--- src/rtl/stby_pkg.sv ---
package stby_pkg;
  localparam int DIV_W = 2;

  typedef enum logic [2:0] {
    ST_RUN       = 3'd0,
    ST_HALT      = 3'd1,
    ST_HALT_BUS  = 3'd2,
    ST_HALT_DEEP = 3'd3,
    ST_SLEEP     = 3'd4,
    ST_WAKE      = 3'd5
  } stby_state_e;

  typedef struct packed {
    logic [DIV_W-1:0] div_sel;
    logic             slow_sel;
    logic             slow_osc_on;
    logic             bus_rel_en;
    logic             halt_deep;
  } stby_cfg_t;

  localparam int CFG_W = $bits(stby_cfg_t);

  localparam stby_cfg_t CFG_RST = '{
    div_sel:     '0,
    slow_sel:    1'b0,
    slow_osc_on: 1'b1,
    bus_rel_en:  1'b0,
    halt_deep:   1'b0
  };
endpackage

--- src/rtl/stby_cfg_regs.sv ---
module stby_cfg_regs
  import stby_pkg::*;
(
  input  logic             clk_i,
  input  logic             rst_ni,
  input  logic             we_i,
  input  logic [CFG_W-1:0] wdata_i,
  output stby_cfg_t        cfg_o
);
  always_ff @(posedge clk_i or negedge rst_ni) begin
    if (!rst_ni)   cfg_o <= CFG_RST;
    else if (we_i) cfg_o <= stby_cfg_t'(wdata_i);
  end
endmodule

--- src/rtl/stby_fsm.sv ---
module stby_fsm
  import stby_pkg::*;
#(
  parameter int SETTLE_CYC = 4
) (
  input  logic        clk_i,
  input  logic        rst_ni,
  input  logic        halt_req_i,
  input  logic        sleep_req_i,
  input  logic        busreq_i,
  input  logic        bus_rel_en_i,
  input  logic        halt_deep_i,
  input  logic        wake_i,
  output stby_state_e state_o
);
  localparam int SW = $clog2(SETTLE_CYC + 1);

  stby_state_e     state_d;
  logic [SW-1:0]   cnt_q, cnt_d;

  always_comb begin
    state_d = state_o;
    cnt_d   = cnt_q;
    unique case (state_o)
      ST_RUN: begin
        if (busreq_i && bus_rel_en_i) state_d = ST_HALT_BUS;
        else if (sleep_req_i)         state_d = ST_SLEEP;
        else if (halt_req_i)          state_d = halt_deep_i ? ST_HALT_DEEP : ST_HALT;
      end
      ST_HALT_BUS: if (!busreq_i) state_d = ST_RUN;
      ST_HALT, ST_HALT_DEEP: if (wake_i) state_d = ST_RUN;
      ST_SLEEP: if (wake_i) begin
        state_d = ST_WAKE;
        cnt_d   = SW'(SETTLE_CYC - 1);
      end
      ST_WAKE: begin
        if (cnt_q == '0) state_d = ST_RUN;
        else             cnt_d   = cnt_q - 1'b1;
      end
      default: state_d = ST_RUN;
    endcase
  end

  always_ff @(posedge clk_i or negedge rst_ni) begin
    if (!rst_ni) begin
      state_o <= ST_RUN;
      cnt_q   <= '0;
    end else begin
      state_o <= state_d;
      cnt_q   <= cnt_d;
    end
  end
endmodule

--- src/rtl/stby_port_irq.sv ---
module stby_port_irq #(
  parameter int N_PORT = 2
) (
  input  logic              clk_i,
  input  logic              rst_ni,
  input  logic [N_PORT-1:0] pin_i,
  input  logic [N_PORT-1:0] edge_cfg_i,
  input  logic              standby_i,
  output logic [N_PORT-1:0] irq_o
);
  logic [N_PORT-1:0] pin_q;

  always_ff @(posedge clk_i or negedge rst_ni) begin
    if (!rst_ni) pin_q <= '0;
    else         pin_q <= pin_i;
  end

  for (genvar g = 0; g < N_PORT; g++) begin : g_port
    // standby forces level sensitivity
    assign irq_o[g] = (standby_i || !edge_cfg_i[g]) ? pin_i[g] : (pin_i[g] & ~pin_q[g]);
  end
endmodule

--- src/rtl/stby_clk_div.sv ---
module stby_clk_div #(
  parameter int DIV_W = 2
) (
  input  logic             clk_i,
  input  logic             rst_ni,
  input  logic             fast_run_i,
  input  logic [DIV_W-1:0] div_sel_i,
  input  logic             slow_sel_i,
  input  logic             slow_run_i,
  input  logic             slow_tick_i,
  output logic             tick_o
);
  localparam int CNT_W = (1 << DIV_W) - 1;

  logic [CNT_W-1:0] cnt_q;
  logic [CNT_W:0]   ratio;
  logic [CNT_W-1:0] reload;
  logic             active;

  assign ratio  = (CNT_W + 1)'(1) << div_sel_i;
  assign reload = CNT_W'(ratio - 1'b1);
  assign active = fast_run_i && !slow_sel_i;

  always_ff @(posedge clk_i or negedge rst_ni) begin
    if (!rst_ni)           cnt_q <= '0;
    else if (!active)      cnt_q <= '0;
    else if (cnt_q == '0)  cnt_q <= reload;
    else                   cnt_q <= cnt_q - 1'b1;
  end

  assign tick_o = slow_sel_i ? (slow_run_i && slow_tick_i) : (active && cnt_q == '0);
endmodule

--- src/rtl/stby_pwr_ctrl.sv ---
module stby_pwr_ctrl
  import stby_pkg::*;
#(
  parameter int N_IRQ      = 2,
  parameter int N_PORT     = 2,
  parameter int SETTLE_CYC = 4
) (
  input  logic              clk_i,
  input  logic              rst_ni,
  input  logic              halt_req_i,
  input  logic              sleep_req_i,
  input  logic              busreq_i,
  input  logic [N_IRQ-1:0]  irq_i,
  input  logic [N_PORT-1:0] port_pin_i,
  input  logic [N_PORT-1:0] port_edge_i,
  input  logic              cfg_we_i,
  input  logic [CFG_W-1:0]  cfg_wdata_i,
  input  logic              slow_tick_i,
  output logic [N_PORT-1:0] port_irq_o,
  output logic              cpu_clk_en_o,
  output logic              bus_clk_en_o,
  output logic              dma_en_o,
  output logic              fast_osc_en_o,
  output logic              slow_osc_en_o,
  output logic              periph_clk_en_o,
  output logic              refresh_en_o,
  output logic              sysclk_slow_o,
  output logic              sysclk_tick_o,
  output logic [2:0]        mode_o
);
  stby_cfg_t   cfg;
  stby_state_e state;
  logic        wake;

  stby_cfg_regs i_cfg (
    .clk_i, .rst_ni,
    .we_i    (cfg_we_i),
    .wdata_i (cfg_wdata_i),
    .cfg_o   (cfg)
  );

  stby_port_irq #(.N_PORT(N_PORT)) i_port (
    .clk_i, .rst_ni,
    .pin_i      (port_pin_i),
    .edge_cfg_i (port_edge_i),
    .standby_i  (state != ST_RUN),
    .irq_o      (port_irq_o)
  );

  assign wake = (|irq_i) || (|port_irq_o);

  stby_fsm #(.SETTLE_CYC(SETTLE_CYC)) i_fsm (
    .clk_i, .rst_ni,
    .halt_req_i,
    .sleep_req_i,
    .busreq_i,
    .bus_rel_en_i (cfg.bus_rel_en),
    .halt_deep_i  (cfg.halt_deep),
    .wake_i       (wake),
    .state_o      (state)
  );

  always_comb begin
    cpu_clk_en_o    = 1'b0;
    bus_clk_en_o    = 1'b0;
    dma_en_o        = 1'b0;
    periph_clk_en_o = 1'b0;
    unique case (state)
      ST_RUN: begin
        cpu_clk_en_o    = 1'b1;
        bus_clk_en_o    = 1'b1;
        dma_en_o        = 1'b1;
        periph_clk_en_o = 1'b1;
      end
      ST_HALT, ST_HALT_BUS: begin
        bus_clk_en_o    = 1'b1;
        periph_clk_en_o = 1'b1;
      end
      ST_HALT_DEEP: periph_clk_en_o = 1'b1;
      default: ;
    endcase
  end

  // settle state powers the fast oscillator even when slow clock is selected
  assign fast_osc_en_o = (state == ST_WAKE) || (state != ST_SLEEP && !cfg.slow_sel);
  assign refresh_en_o  = !cfg.slow_sel &&
                         (state == ST_RUN || state == ST_HALT || state == ST_HALT_BUS);
  assign slow_osc_en_o = cfg.slow_osc_on;
  assign sysclk_slow_o = cfg.slow_sel;
  assign mode_o        = state;

  stby_clk_div #(.DIV_W(DIV_W)) i_div (
    .clk_i, .rst_ni,
    .fast_run_i  (fast_osc_en_o),
    .div_sel_i   (cfg.div_sel),
    .slow_sel_i  (cfg.slow_sel),
    .slow_run_i  (cfg.slow_osc_on),
    .slow_tick_i,
    .tick_o      (sysclk_tick_o)
  );
endmodule

--- config.mk ---
export PLATFORM = sky130hd
export DESIGN_NAME = stby_pwr_ctrl
export DESIGN_NICKNAME = d
export VERILOG_FILES = /design/src/rtl/stby_pkg.sv /design/src/rtl/stby_cfg_regs.sv /design/src/rtl/stby_fsm.sv /design/src/rtl/stby_port_irq.sv /design/src/rtl/stby_clk_div.sv /design/src/rtl/stby_pwr_ctrl.sv
export SDC_FILE = /design/constraint.sdc
export NUM_CORES = 1
export LEC_CHECK = 0
export BUFFER_PORTS_ARGS = -buffer_cell sky130_fd_sc_hd__buf_4
export CAP_MARGIN = 20
export CORE_MARGIN = 3
export CORE_UTILIZATION = 50
export CTS_CLUSTER_DIAMETER = 100
export DETAILED_ROUTE_END_ITERATION = 7
export GPL_ROUTABILITY_DRIVEN = 0
export PLACE_DENSITY = 0.82
export REMOVE_ABC_BUFFERS = 1
export SLEW_MARGIN = 20
export SYNTH_ARGS = -nofsm -noshare
export SYNTH_HDL_FRONTEND = slang
export SYNTH_SLANG_ARGS = --single-unit
--- constraint.sdc ---
create_clock -name clk_i -period 3.5 [get_ports clk_i]
set_clock_uncertainty 0.15 [all_clocks]
set_input_delay 0.35 -clock clk_i [delete_from_list [all_inputs] [get_ports clk_i]]
set_output_delay 0.35 -clock clk_i [all_outputs]
set_load 0.01 [all_outputs]
Word-level counts from Yosys, hierarchy flattened
Index checks and enable logic that the tools add are counted.
- register bits after elaboration: 17
- input bits: 19
- output and inout port bits: 14
- logic and storage cells: 76
- $add $sub $neg: 3
- equality and inequality tests: 12
- shift operators: 1
- mux-type cells: 20
- bitwise operators: 4
- reduce and logical (&&, ||, !) cells: 27
- operators by type and width (operator ; count):
    2-to-1 mux 3 bit ; 11
    case mux 3 bit (5 select lines) ; 1
    logical NOT 3 bit ; 3
    subtractor 3 x 1 -> 3 bit (second input constant) ; 3
    == test 3 x 2 -> 1 bit (second input constant) ; 2
    == test 3 bit (second input constant) ; 2
    logical AND 1 bit ; 6
    logical OR 1 bit ; 6
    2-to-1 mux 1 bit ; 6
    inequality test 2 x 1 -> 1 bit (second input constant) ; 3
    case mux 3 bit (2 select lines) ; 1
    OR reduction 2 bit ; 3
    AND reduction 5 bit ; 1
    inequality test 2 bit (second input constant) ; 2
    inequality test 4 x 3 -> 1 bit (second input constant) ; 1
    OR reduction 4 bit ; 1
    == test 3 x 1 -> 1 bit (second input constant) ; 1
    logical NOT 1 bit ; 3
    inequality test 3 bit (second input constant) ; 1
    AND reduction 3 bit ; 1
    nonzero test 3 bit ; 1
    OR reduction 3 bit ; 1
    << shifter 1 x 2 -> 3 bit (first input constant) ; 1
    AND 1 bit ; 2
    other kinds (3) ; 4

Longest topological paths before layout
Gate-level depths: netlist of run 1.
- depth after elaboration: 7
- mapped depth: 6
- gate-level depth less buffers: 6

By module
Synthesis of run 1 repeated with hierarchy kept, for this count alone.
- cells, all modules: 89
- area total of the unflattened synthesis: 987.2 um^2
- by module, submodules not included (module ; times used ; cells an instance ; area each (um^2) ; sequential area each (um^2)):
    stby_fsm ; 1 ; 40 ; 402.9 ; 150.1
    stby_cfg_regs ; 1 ; 13 ; 252.7 ; 151.4
    stby_clk_div ; 1 ; 19 ; 187.7 ; 75.1
    stby_port_irq ; 1 ; 7 ; 80.1 ; 50.0
    stby_pwr_ctrl ; 1 ; 10 ; 63.8 ; 0.0

Worst setup path before layout of run 1
Ideal clock, no wire load.
- path kind: register to register
- start: reg i_fsm.state_o[1]
- end: reg i_fsm.cnt_q[1]
- setup time: 0.124 ns
- arrival time: 1.410 ns
- required time: 3.226 ns
- path slack: 1.816 ns
- stages on the path, launching flop included: 5
- path buffers: 0
- period minus slack after synthesis: 1.684 ns
- cell sequence: dfrtp_1 nor3_2 a32o_2 a21oi_2 o31a_1
- longest elaborated chain between the ends: 7
- elaborated cells between the ends (all ways): 14
- those cells by class: 4 x eq/ne; 3 x mux; 7 x reduce/logical
- ends and longest elaborated chain (item ; RTL line ; text):
    start, declared ; stby_fsm.sv:14 ; output stby_state_e state_o
    start signal, assigned ; stby_fsm.sv:49 ; state_o <= state_d;
    nonzero test 3 bit ; stby_pwr_ctrl.sv:46 ; .standby_i (state != ST_RUN),
    logical OR 1 bit ; stby_port_irq.sv:20 ; assign irq_o[g] = (standby_i || !edge_cfg_i[g]) ? pin_i[g] : (pin_i[g] & ~pin_q[g]);
    2-to-1 mux 1 bit ; stby_port_irq.sv:20 ;
    OR reduction 2 bit ; stby_pwr_ctrl.sv:50 ; assign wake = (|irq_i) || (|port_irq_o);
    logical OR 1 bit ; stby_pwr_ctrl.sv:50 ;
    inequality test 2 x 1 -> 1 bit (no source line) ; -- ;
    AND reduction 3 bit (no source line) ; -- ;
    end signal, assigned ; stby_fsm.sv:50 ; cnt_q <= cnt_d;
    end, declared ; stby_fsm.sv:19 ; logic [SW-1:0] cnt_q, cnt_d;
Several ways; a longest one is shown, not always the timed one.
A chain may end at the register's enable or synchronous reset.

Worst setup path after layout of run 1
- start: reg i_fsm.state_o[1]
- end: out port_irq_o[1]
- longest elaborated chain between the ends: 3
- ends and longest elaborated chain (item ; RTL line ; text):
    nonzero test 3 bit ; stby_pwr_ctrl.sv:46 ;
    logical OR 1 bit ; stby_port_irq.sv:20 ;
    2-to-1 mux 1 bit ; stby_port_irq.sv:20 ;
    end, declared ; stby_pwr_ctrl.sv:19 ; output logic [N_PORT-1:0] port_irq_o,
Every way passes these cells.

==> results of run 1 <==
-- final cells by class --
class,count,area (sq um),area share
inverter,4,15.01,0.01230
tap,25,31.28,0.02561
timing repair buffer,33,250.2,0.2049
clock buffer,3,22.52,0.01844
clock inverter,1,5.005,0.004098
multi-input combinational,66,470.5,0.3852
sequential,17,426.7,0.3494
-- report_power, final --
part	total, mW	switching, mW	internal, mW	leakage [nW]
logic	0.387	0.186	0.201	0.365
clock network	0.108	0.0652	0.0425	0.0177
registers	0.323	0.0794	0.244	0.203
-- what timing repair did --
action | 4_1_cts | 5_1_grt
hold buffers | 1 | 0
resized for setup | 0 | 0
hold endpoints to repair | 17 | 0
-- worst max-delay path, delay by kind of cell (launching register included) --
family,cells,cell delay [ns]
flops,1,0.53
simple gates,1,0.36
compound gates,1,0.28
buf+inv,1,0.14
-- layer usage --
layer	wire, um	GRT usage	vias up
li1	-	-	401
met1	921	0.2583	395
met5	0	0	-
met4	24	0.04147	0
met2	984	0.2885	42
met3	161	0.02115	4
-- synth_stat cells (2+ instances only) --
cell type  instances  area share
nor4b_1            2       0.018
dfrtp_1           16        0.42
a21oi_1            5       0.026
mux2_2             6       0.071
inv_1              4       0.016
o31a_1             2       0.018
nor2_1             8       0.032
nand2_1            8       0.032
o21ai_0            3       0.016
buf_4              2       0.016
ha_1               3       0.040
a31oi_1            3       0.020
nand2b_1           2       0.013
nor4_1             2       0.013
-- cells in the final DEF (no fill, tap or decap), types with 2 or more instances in the layout --
master / netlist / routed
a21oi_1: 5 / 5
inv_1: 4 / 4
o31a_1: 2 / 2
ha_1: 3 / 3
nor2_1: 8 / 8
nand2b_1: 2 / 2
nor4_1: 2 / 2
clkbuf_4: 0 / 3
dfrtp_1: 16 / 16
o21ai_0: 3 / 3
buf_4: 2 / 32
nand2_1: 8 / 8
nor4b_1: 2 / 2
a31oi_1: 3 / 3
mux2_2: 6 / 6
-- worst paths after layout --
| check | to | slack (ns) | depth (start not counted) |
|---|---|---|---|
| worst max-delay path | port_irq_o[1] | 1.40 | 3 |
| min in group asynchronous | i_cfg.cfg_o[4] | 0.29 | 2 |
| worst min register to register | i_cfg.cfg_o[0] | 0.38 | 1 |
| worst max register to register | i_fsm.cnt_q[1] | 1.66 | 4 |
| max in group asynchronous | i_cfg.cfg_o[2] | 2.66 | 2 |
| worst min-delay path | i_port.pin_q[0] | 0.02 | 1 |
-- sequential cells by signal (all words and copies together) (netlist names) --
name,cells
i_div.cnt_q,3
i_fsm.state_o,3
i_port.pin_q,2
i_fsm.cnt_q,3
i_cfg.cfg_o,6
-- logic make-up after synthesis --
kind of cell,share of synthesized area
multiplexers,0.07133
flip-flops,0.4505
adder cells (fa/ha/maj),0.03963
XOR/XNOR,0.009249
AO/OA/AOI/OAI,0.1797
AND/OR/NAND/NOR,0.1968
buffers and inverters,0.05282
==> run_results.csv, run 1 <==
group,metric,value,unit
worst_hold_path,hold_path.startpoint,"port_pin_i[0]",
layout,layoutNonFillerInstCount,149,
critical_path,worstPathRequired,3.00,ns
route,post-route-drc-count,0,
yosys,synth-main-ff-cell,"dfrtp_1",
die,die_h,49.53,um
placement,portBuffers,32,
timing,setup_viol,0,
route,routed_via_density,5.651,
yosys,syn_area,947.2,sq um
die,die_area,2453,sq um
route,wl,2091,um
layout,drive_gt1_frac,0.3952,
layout,fin_nets,147,
timing,timing.final.crit_share,0.5994,
yosys,ys_warn_count,0,
clock_tree,cts_sinks,17,
placement,dp_slack,1.707,ns
critical_path,critPathMaxStageDelay,0.53,ns
power,power_density,669.9,nW/um^2
die,rows,15,
route,wl_per_cell,14.03,um
route,drt-initial-drc-count,17,
placement,hpwl,1628,um
die,core,1764,sq um
clock_tree,cts_tree,"done",
layout,final_area,1221,sq um
grt,track_usage,0.1794,
clock_tree,post_cts_buffers,0,
yosys,syn_avg_cell_area,10.30,sq um
run_status,status,"finished clean",
yosys,async_flop_share,1.000,
power,p_leak,0.5862,nW
placement,place_area,1184,sq um
yosys,synth-seq-cells,17,
worst_hold_path,worstHoldPathType,"in -> reg",
critical_path,crit_arrival,1.60,ns
placement,place_inst,144,
route,drt_first_pass_iters,4,
layout,fillers,147,
power,finalPower,0.8181,mW
grt,grt_max_degree,18,
route,ant_nets,0,
timing,fmax,476.7,MHz
clock_tree,root_buffer,"clkbuf_4",
yosys,synth_edf_count,0,
timing,drv_slew,0,
timing,timing.hold.ws,0.01783,ns
grt,grt_pass1_wl,3470,um
grt,overflow,0,
clock_tree,cts_max_path_buffers,2,
layout,syn2layout_area_growth,28.93,%
critical_path,worst_setup_path_start_kind,"flip-flop",
critical_path,critPathCaptureType,"output pin",
layout,antennaDiodeCount,0,
grt,grt_pass1_vias,761,
die,io-pin-count,33,
clock_tree,clkTransAtPathRegs,0.10,ns
timing,fin_crit,2.098,ns
die,die_w,49.53,um
clock_tree,cts-htree-levels,1,
grt,antenna_found_initial,0,
critical_path,crit_type,"reg -> out",
critical_path,critPathSlowestCell,"dfrtp_1",
clock_tree,clkLatencyLatePin,0.29,ns
die,start_util,0.5369,
job,maxCapViolCount,0,
power,ir_drop,455.0,uV
timing,tightest_slew,0.6466,ns
layout,fin_util,0.6922,
clock_tree,cts_buffers,3,
timing,final.setup.worst_slack,1.402,ns
critical_path,critPathMaxFanout,12,
timing,slew_headroom,0.5663,
yosys,syn-instance-count,92,
critical_path,crit_path_cell_trace,"or2_2 > o31a_1 > buf_4",
timing,setup-tns-final,0,ns
timing,rsz0062_at_grt,"false",
yosys,ys_seq_area_frac,0.4505,
route,vias,842,
yosys,ys_types,40,
timing,hold_viol_final,0,
critical_path,r2r_start,"i_fsm.state_o[1]",
critical_path,critPathLaunch,"i_fsm.state_o[1]",
Power figures use the tool's default switching activity.
==> run 2: changes to the inputs <==
Settings changed: CORE_UTILIZATION 50 to 48, PLACE_DENSITY 0.82 to 0.79.
Clock period 3.5 ns to 2 ns, I/O delays scaled along.
==> run_results.csv, run 2 (synthesized netlist as in run 1, its figures left out) <==
group,metric,value,unit
run_status,status,"finished clean",
critical_path,r2r_start,"i_fsm.state_o[1]",
clock_tree,cts_max_path_buffers,2,
layout,fillers,153,
layout,seq_area,430.4,sq um
route,drt-initial-drc-count,21,
critical_path,crit_path_end,"port_irq_o[1]",
timing,tightest_slew,0.3307,ns
die,die_h,50.42,um
timing,fmax,521.4,MHz
route,wl,2337,um
power,p_leak,0.6232,nW
power,ir_drop,745.0,uV
clock_tree,cts_buffers,3,
grt,grt_pass1_wl,3905,um
critical_path,reg2reg_slack,0.33,ns
layout,antennaDiodeCount,0,
route,post-route-drc-count,0,
worst_hold_path,worstHoldPathType,"in -> reg",
critical_path,critPathCaptureType,"output pin",
layout,top_register,"i_cfg.cfg_o",
timing,hold_viol_final,0,
route,drt_first_pass_iters,4,
die,core,1802,sq um
timing,setup-tns-final,0,ns
clock_tree,post_cts_buffers,0,
route,vias,876,
route,ant_nets,0,
layout,drive_gt1_frac,0.3955,
critical_path,crit_arrival,1.57,ns
critical_path,critPathLaunch,"i_fsm.state_o[1]",
power,finalPower,1.470,mW
critical_path,critPathMaxFanout,12,
clock_tree,root_buffer,"clkbuf_4",
critical_path,worstReg2RegEnd,"i_fsm.cnt_q[1]",
die,rows,15,
grt,grt_pass1_vias,883,
die,io-pin-count,33,
layout,final_cell_mix,"buf_4 (34), dfrtp_1 (13), dlygate4sd3_1 (9)",
grt,grt_max_degree,18,
job,maxCapViolCount,0,
layout,largest_register_ff_count,6,
clock_tree,cts_sinks,17,
layout,fin_nets,157,
timing,timing.final.crit_share,0.9589,
layout,multiInputGateArea,470.5,sq um
layout,syn2layout_area_growth,39.23,%
clock_tree,cts_tree,"done",
timing,drv_slew,0,
placement,portBuffers,32,
route,wl_per_cell,14.70,um
die,start_util,0.5257,
critical_path,worstPathRequired,1.65,ns
clock_tree,cts-htree-levels,1,
clock_tree,clkLatencyLatePin,0.29,ns
timing,setup_viol,0,
placement,hpwl,1737,um
die,die_area,2542,sq um
timing,slew_headroom,0.7775,
timing,rsz0062_at_grt,"false",
power,power_density,1115,nW/um^2
timing,fin_crit,1.918,ns
critical_path,worst_setup_path_start_kind,"flip-flop",
clock_tree,clkTransAtPathRegs,0.10,ns
critical_path,crit_type,"reg -> out",
placement,place_area,1199,sq um
grt,antenna_found_initial,0,
layout,mostFrequentLayoutCell,"buf_4",
route,routed_via_density,5.509,
layout,final_area,1319,sq um
grt,track_usage,0.2058,
layout,fin_util,0.7319,
critical_path,r2r_cells,4,
die,die_w,50.42,um
grt,overflow,0,
## run 2: cell types whose count changed in the layout (fill, tap and decap cells not counted)
cell,change
buf_4,+2
clkbuf_1,+1
clkinv_2,-1
dfrtp_1,-3
dfrtp_2,+3
dlygate4sd3_1,+8
## run 2: layout make-up
class,count,area share
Inverter,4,0.01139
Sequential cell,17,0.3264
Tap cell,25,0.02372
Multi-Input combinational cell,66,0.3567
Timing Repair Buffer,43,0.2619
Clock buffer,4,0.01992
## run 2: worst min-delay path by stage
stage | start | to | slack (ns) | cells after the start
3_3_place_gp | rst_ni | i_fsm.cnt_q[2] | -0.07 | 1
4_1_cts | cfg_wdata_i[4] | i_cfg.cfg_o[4] | 0.004 | 2
5_1_grt | cfg_we_i | i_cfg.cfg_o[5] | 0.06 | 2
2_1_floorplan | rst_ni | i_cfg.cfg_o[0] | -0.25 | 0
3_5_place_dp | rst_ni | i_fsm.cnt_q[2] | -0.08 | 1
6_report | cfg_we_i | i_cfg.cfg_o[5] | 0.07 | 2
## run 2: metal layers
layer  routed length (um)  track usage
met1                  991       0.2562
met5                    0            0
met3                  123      0.04154
met4                   31      0.08072
met2                 1190       0.3478
## run 2: through the flow
stage	setup WS, ns	hold WS, ns	instances
after CTS	0.03304	0.004412	158
after global placement	0.3459	-0.07452	146
after floorplan	0.1322	-0.2456	87
final	0.08225	0.06727	159
after detailed placement	0.3150	-0.07562	146
after global routing	0.008512	0.06136	159
## run 2: power breakdown
part / leakage (nW) / internal, mW / switching, mW
sequential: 0.199 / 0.433 / 0.140
combinational: 0.409 / 0.379 / 0.333
clock: 0.0150 / 0.0775 / 0.107
## run 2: repair_timing
action / CTS / global route
endpoints found under the setup margin: 0 / 2
hold buffers: 8 / 1
resized for setup: 0 / 3
hold endpoints to repair: 24 / 1
## run 2: critical path, cell delays in order, from the launching register on
cell     delay [ns]
dfrtp_2        0.50
or2_2          0.34
o31a_1         0.29
buf_4          0.15
==> run 3: changes to the inputs <==
Settings changed: REMOVE_ABC_BUFFERS 1 to not set.
==> run_results.csv, run 3 (synthesized netlist as in run 1, its figures left out) <==
group,metric,value,unit
run_status,status,"finished clean",
critical_path,crit_type,"reg -> out",
layout,final_area,1313,sq um
layout,drive_gt1_frac,0.3985,
layout,largest_register_ff_count,6,
route,wl,2132,um
die,core,1802,sq um
placement,portBuffers,32,
critical_path,critPathCaptureType,"output pin",
power,switching_power,0.5712,mW
timing,tightest_slew,0.6406,ns
grt,grt_pass1_wl,3746,um
timing,hold_viol_final,0,
die,io-pin-count,33,
power,p_leak,0.6207,nW
power,p_comb_frac,0.479,
job,maxCapViolCount,0,
power,p_sw_frac,0.3919,
die,rows,15,
layout,fin_nets,156,
clock_tree,cts_buffers,3,
die,die_w,50.42,um
critical_path,critPathMaxFanout,12,
timing,fin_crit,1.894,ns
die,die_area,2542,sq um
timing,setup_viol,0,
yosys,syn_nets,114,
clock_tree,clkTransAtPathRegs,0.10,ns
worst_hold_path,worstHoldPathType,"in -> reg",
grt,grt_max_degree,18,
power,ir_drop,739.7,uV
clock_tree,cts_tree,"done",
clock_tree,clkLatencyLatePin,0.30,ns
timing,slew_headroom,0.5704,
power,power_frac_seq,0.392,
critical_path,worst_setup_path_start_kind,"flip-flop",
critical_path,worstPathRequired,1.65,ns
timing,timing.final.crit_share,0.9469,
layout,fillers,151,
die,start_util,0.5257,
route,routed_via_density,5.386,
clock_tree,cts-htree-levels,1,
clock_tree,cts_max_path_buffers,2,
power,clkPwrFrac,0.129,
route,ant_nets,0,
die,die_h,50.42,um
route,vias,851,
timing,rsz0062_at_grt,"false",
timing,fmax,528.0,MHz
timing,timing.hold.ws,0.04779,ns
power,internal-power,0.8862,mW
layout,mostFrequentLayoutCell,"buf_4",
layout,top_register,"i_cfg.cfg_o",
layout,syn2layout_area_growth,38.57,%
grt,antenna_found_initial,0,
timing,setup-tns-final,0,ns
placement,place_area,1191,sq um
layout,multiInputGateArea,470.5,sq um
layout,seq_area,430.4,sq um
clock_tree,root_buffer,"clkbuf_4",
critical_path,crit_arrival,1.54,ns
layout,final_cell_mix,"buf_4 (33), dfrtp_1 (13), dlygate4sd3_1 (9)",
layout,antennaDiodeCount,0,
grt,overflow,0,
placement,dp_slack,0.3357,ns
grt,track_usage,0.1992,
route,post-route-drc-count,0,
clock_tree,cts_sinks,17,
route,drt-initial-drc-count,36,
placement,hpwl,1635,um
route,drt_first_pass_iters,4,
timing,drv_slew,0,
timing,final.setup.worst_slack,0.1061,ns
route,wl_per_cell,13.49,um
grt,grt_pass1_vias,830,
power,power_density,1110,nW/um^2
[run 3: cell count changes in the layout (fill, tap and decap cells not counted)]
cell      change
buf_4         -1
clkinv_2      +1
clkbuf_1      -1
[run 3: final cells by class]
| cell class | instances | share of cell area |
|---|---|---|
| well taps | 25 | 0.02383 |
| flip-flops and latches | 17 | 0.3279 |
| multi-input cells | 66 | 0.3584 |
| clock buffers | 3 | 0.01716 |
| inverters | 4 | 0.01144 |
| repair buffers | 42 | 0.2574 |
| clock inverters | 1 | 0.003813 |
[run 3: what timing repair did]
action                                  CTS  global route
hold buffers                              9             0
endpoints found under the setup margin    0             2
setup buffers                             0             0
hold endpoints to repair                 25             0
resized for setup                         0             3
[run 3: power groups by stage]
stage               registers (mW)  logic, mW  clock network (mW)
floorplan                    0.512      0.491                   0
global placement             0.564      0.676                   0
detailed placement           0.570      0.688                   0
CTS                          0.564      0.706               0.196
global route                 0.591      0.779               0.212
finish                       0.571      0.698               0.188
[run 3: worst paths after layout]
| path | startpoint | endpoint | slack (ns) | depth (start not counted) |
|---|---|---|---|---|
| setup / recovery | i_fsm.state_o[1] | port_irq_o[1] | 0.11 | 3 |
| hold / removal | cfg_we_i | i_cfg.cfg_o[4] | 0.05 | 2 |
| setup reg to reg | i_port.pin_q[1] | i_fsm.cnt_q[1] | 0.31 | 4 |
| hold reg to reg | i_fsm.cnt_q[1] | i_fsm.cnt_q[1] | 0.36 | 1 |
| max in group asynchronous | rst_ni | i_cfg.cfg_o[2] | 1.32 | 2 |
| min in group asynchronous | rst_ni | i_fsm.state_o[0] | 0.13 | 2 |
[run 3: per-layer routing]
metal,GRT usage,vias up,wire (um)
met1,0.2439,409,866
met4,0.1076,0,49
met2,0.3304,21,1122
met3,0.03561,5,93
li1,-,416,-
met5,0,-,0
[run 3: critical path, cell delays in order, from the launching register on]
cell,delay (ns)
dfrtp_2,0.50
or2_2,0.33
o31a_1,0.28
buf_4,0.14
[run 3: per-stage QoR]
step | std cells | util | power [mW]
global route | 158 | 0.7285 | 1.582
CTS | 158 | 0.7264 | 1.466
finish | 158 | 0.7285 | 1.457
floorplan | 92 | - | 1.004
detailed placement | 145 | 0.6611 | 1.258
global placement | 145 | 0.6611 | 1.240
